<file path="config.mk">
export PLATFORM = sky130hd
export DESIGN_NAME = crc16_chk_judge
export DESIGN_NICKNAME = d
export VERILOG_FILES = /design/src/rtl/crc16_chk_pkg.sv /design/src/rtl/crc16_chk_judge.sv
export SDC_FILE = /design/constraint.sdc
export NUM_CORES = 1
export LEC_CHECK = 0
export ABC_AREA = 1
export BUFFER_PORTS_ARGS = -buffer_cell sky130_fd_sc_hd__clkbuf_2
export CAP_MARGIN = 5
export CORE_AREA = 2 2 39 41
export DETAILED_ROUTE_END_ITERATION = 8
export DIE_AREA = 0 0 41 43
export PLACE_DENSITY = 0.52
export SKIP_CTS_REPAIR_TIMING = 1
export SLEW_MARGIN = 25
export SYNTH_ARGS = -nofsm -noshare
export SYNTH_HDL_FRONTEND = slang
export SYNTH_SLANG_ARGS = --single-unit
</file>
<file path="constraint.sdc">
create_clock -name clk_i -period 2.2 [get_ports clk_i]
set_clock_uncertainty 0.1 [all_clocks]
set_input_delay 0.44 -clock clk_i [delete_from_list [all_inputs] [get_ports clk_i]]
set_output_delay 0.44 -clock clk_i [all_outputs]
set_load 0.03 [all_outputs]
</file>
<file path="src/rtl/crc16_chk_pkg.sv">
package crc16_chk_pkg;
  localparam int unsigned CRC_W  = 16;
  localparam int unsigned BYTE_W = 8;

  typedef logic [CRC_W-1:0] crc_t;

  // one shift-left step, feedback into taps selected by poly
  function automatic crc_t crc_bit(crc_t r, logic d, crc_t poly);
    logic fb;
    fb = d ^ r[CRC_W-1];
    return {r[CRC_W-2:0], 1'b0} ^ (fb ? poly : '0);
  endfunction

  // complement and mirror, giving the transmitted byte order
  function automatic crc_t rev_inv(crc_t r);
    crc_t o;
    for (int i = 0; i < CRC_W; i++) o[i] = ~r[CRC_W-1-i];
    return o;
  endfunction
endpackage

</file>
<file path="src/rtl/crc16_chk_judge.sv">
module crc16_chk_judge
  import crc16_chk_pkg::*;
#(
  parameter int unsigned MIN_LEN = 3,
  parameter crc_t        RESIDUE = 16'h1D0F
) (
  input  logic clk_i,
  input  logic rst_ni,
  input  logic byte_acc_i,
  input  logic sof_i,
  input  logic done_i,
  input  logic last_i,
  input  crc_t crc_next_i,
  output logic check_valid_o,
  output logic check_ok_o
);
  localparam int unsigned LEN_W = $clog2(MIN_LEN + 1);
  localparam logic [LEN_W-1:0] LEN_MAX = LEN_W'(MIN_LEN);

  logic [LEN_W-1:0] len_q, len_d;
  logic             fin;

  always_comb begin
    len_d = len_q;
    if (byte_acc_i) begin
      if (sof_i)                len_d = LEN_W'(1);
      else if (len_q != LEN_MAX) len_d = len_q + 1'b1;
    end
  end

  assign fin = done_i && last_i;

  always_ff @(posedge clk_i or negedge rst_ni) begin
    if (!rst_ni) begin
      len_q         <= '0;
      check_valid_o <= 1'b0;
      check_ok_o    <= 1'b0;
    end else begin
      len_q         <= len_d;
      check_valid_o <= fin;
      check_ok_o    <= fin && (crc_next_i == RESIDUE) && (len_d == LEN_MAX);
    end
  end


  short_frame_chk: assert property (@(posedge clk_i) disable iff (!rst_ni)
    check_ok_o |-> (check_valid_o && len_q == LEN_MAX));
endmodule

</file>
==> reports/results.md <==
- **number of placed I/O pins** 24
- **ordered cell list for the critical path** clkbuf_2
- **number of diodes added for antenna fixing** 0
- **Largest delay share family, worst path** flip-flops
- **kind of critical path** flop to primary output
- **Worst Hold Class** primary input to flop
- **Global Route met3 Usage** 3.14%
- **worst stage delay on the critical path** 0.35 ns
- **routed length per placed instance** 6.04 µm
- **instance count of the mapped netlist** 35
- **clock tree from TritonCTS** built
- **fin nets** 86
- **Crit. End Element** primary output
- **area grow syn2layout** 70.5%
- **Buf+Inv Stages, Crit Path** 1
- **Synth Area in Adders** 0%
- **fraction of layout cells with a size suffix above 1** 46.8%
- **Post-DP HPWL** 416 µm
- **most frequent cells in the layout** sky130_fd_sc_hd__clkbuf_2 (23), sky130_fd_sc_hd__nand2_1 (10), sky130_fd_sc_hd__inv_1 (8)
- **wire length of the first global-routing pass** 745 µm
- **maximum level of the CTS H-tree** 1
- **complex-gate fraction of the synthesized area** 3.68%
- **post-synthesis share of cell area spent on and, or, nand and nor gates** 41.6%
- **most common cell after layout, fill and taps aside** sky130_fd_sc_hd__clkbuf_2
- **cell type with the largest total area after synthesis** sky130_fd_sc_hd__dfrtp_1
- **total gr overflow** 0
- **#FFs+latches synth** 4
- **antenna viol nets, final** 0
- **Hold Fails Final Rpt** 0
- **starting density of the core** 17.2%
- **power after layout** 0.213 mW
- **Ys Warns** 0
- **met2 Track Usage GR** 8.75%
- **fin crit period** 1.30 ns
- **Initial DRT Pass Iterations** 2
- **floorplan die height** 43 µm
- **fraction of synthesized cell area taken by the top area cell type** 42.1%
- **overall die width** 41 µm
- **Synth Area per Inst** 6.79 µm²
- **element type at the critical path start** flop
- **largest family of logic cells by synthesized area** simple AND/OR/NAND/NOR gates
- **share of the clock period used by the worst path after layout** 59.0%
- **overall fraction of global-route tracks in use** 6.85%
- **number of violations reported at the end of detailed-routing iteration 0** 1
- **GPL Wtd Cong** 0.582
- **Max VDD drop** 162 µV
- **port buffer count** 23
- **final setup violation count** 0
- **Syn Std Cell Area** 238 µm²
- **sequential fraction of the synthesis area** 42.1%
- **clock latency on the worst-skew pair** 0.23 ns
- **summed negative setup slack over all endpoints** 0 ns
- **Total Routed Length** 471 µm
- **Worst Max-Slew Pin Slew** 0.173 ns
- **required time at the worst-slack endpoint** 1.66 ns
- **Syn Nets** 57
- **CP max stage cell** sky130_fd_sc_hd__dfrtp_1
- **maximum buffer depth of the clock tree** 2
- **pins over their slew limit** 0
- **total die area** 0.00176 mm²
- **portion of netlist area occupied by mux cells** 0%
- **Clock Sink Count** 4
- **Most Crowded Layer GR** met2
- **CTS root buf** sky130_fd_sc_hd__clkbuf_4
- **data arrival time of the critical path** 0.76 ns
- **met1 track demand over resource in global routing** 7.14%
- **number of buffers inserted during clock tree synthesis** 3
- **synth top area cells** sky130_fd_sc_hd__dfrtp_1 (42%), sky130_fd_sc_hd__nand2_1 (16%), sky130_fd_sc_hd__inv_1 (13%), sky130_fd_sc_hd__nor2_1 (9.5%), sky130_fd_sc_hd__nand3_2 (4.2%)
- **Worst-path clk slew** 0.04 ns
- **number of max-cap violations** 0
- **highest attainable clock frequency** 771 MHz
- **Pwr Density** 525 mW/mm²
- **core area** 0.00138 mm²
- **initial antenna violation count** 0
- **synthesized-area fraction occupied by xor and xnor cells** 0%
- **DRC violation count after routing** 0
- **Cell Rows** 14
- **Leakage** 0.254 nW
- **number of global-route vias before repair** 224
- **number of distinct standard cells referenced by the synthesized netlist** 11
- **RSZ-0062 raised after global routing** no
- **worst-case headroom to the max-slew limit** 88.5%
- **maximum number of pins on one net before global-route repair** 5
- **outcome** finished, final reports clean
- **number of vias in the routed layout** 276
- **largest fanout on the critical path** 1
- **average via count per standard cell** 3.54
## power breakdown
group / internal [mW] / switching (mW) / leakage, nW
combinational: 0.0219 / 0.0192 / 0.192
sequential: 0.0791 / 0.00220 / 0.0480
clock: 0.0610 / 0.0295 / 0.0138
## sequential cells by signal, summed over array words and instances, names as in the netlist
signal,cells
check_ok_o,1
len_q,2
check_valid_o,1
## cell families (layout without fill, tap and decap cells)
| logic type | count (synthesis) | in the layout |
|---|---|---|
| buffers and inverters | 8 | 35 |
| and+or+nand+nor | 22 | 22 |
| AOI/OAI and AO/OA | 1 | 1 |
| DFF | 4 | 4 |
## routing by layer
| metal | routed length [µm] | vias to the layer above |
|---|---|---|
| met5 | 0 | - |
| met4 | 0 | 0 |
| met3 | 81 | 0 |
| met2 | 212 | 20 |
| met1 | 177 | 99 |
| li1 | - | 157 |
## final timing paths
kind | startpoint | to | slack [ns] | cells after the start
min in group asynchronous | rst_ni | len_q[1] | 0.44 | 2
max in group asynchronous | rst_ni | len_q[0] | 1.43 | 2
setup reg to reg | len_q[0] | check_ok_o | 1.22 | 5
hold reg to reg | len_q[0] | len_q[0] | 0.48 | 3
hold / removal | last_i | check_valid_o | 0.32 | 3
setup / recovery | check_ok_o | check_ok_o | 0.90 | 1
## cells in the mapped netlist
cell type                 count
sky130_fd_sc_hd__nand2_1     10
sky130_fd_sc_hd__inv_1        8
sky130_fd_sc_hd__nor2_1       6
sky130_fd_sc_hd__dfrtp_1      4
sky130_fd_sc_hd__a21oi_2      1
sky130_fd_sc_hd__and2_0       1
sky130_fd_sc_hd__nand3_1      1
sky130_fd_sc_hd__nand3_2      1
sky130_fd_sc_hd__nor2_2       1
sky130_fd_sc_hd__nor3_1       1
sky130_fd_sc_hd__or2_0        1
## stage by stage
stage	cell area [µm²]	setup WS, ns	instances	hold slack [ns]	utilization [%]
floorplan	238	1.15	35	0.0444	-
global placement	373	1.05	74	0.151	26.9
detailed placement	373	1.04	74	0.149	26.9
CTS	395	0.885	77	-0.104	28.6
global route	405	0.872	78	0.341	29.3
finish	405	0.903	78	0.319	29.3
## layout make-up
| class | instances | area, µm² |
|---|---|---|
| multi-input combinational | 23 | 108 |
| inverter | 8 | 30.0 |
| fill | 153 | 978 |
| clock buffer | 3 | 22.5 |
| sequential | 4 | 100 |
| tap | 16 | 20.0 |
| timing repair buffer | 24 | 125 |
Note: power is estimated with default switching activity, not from simulation.
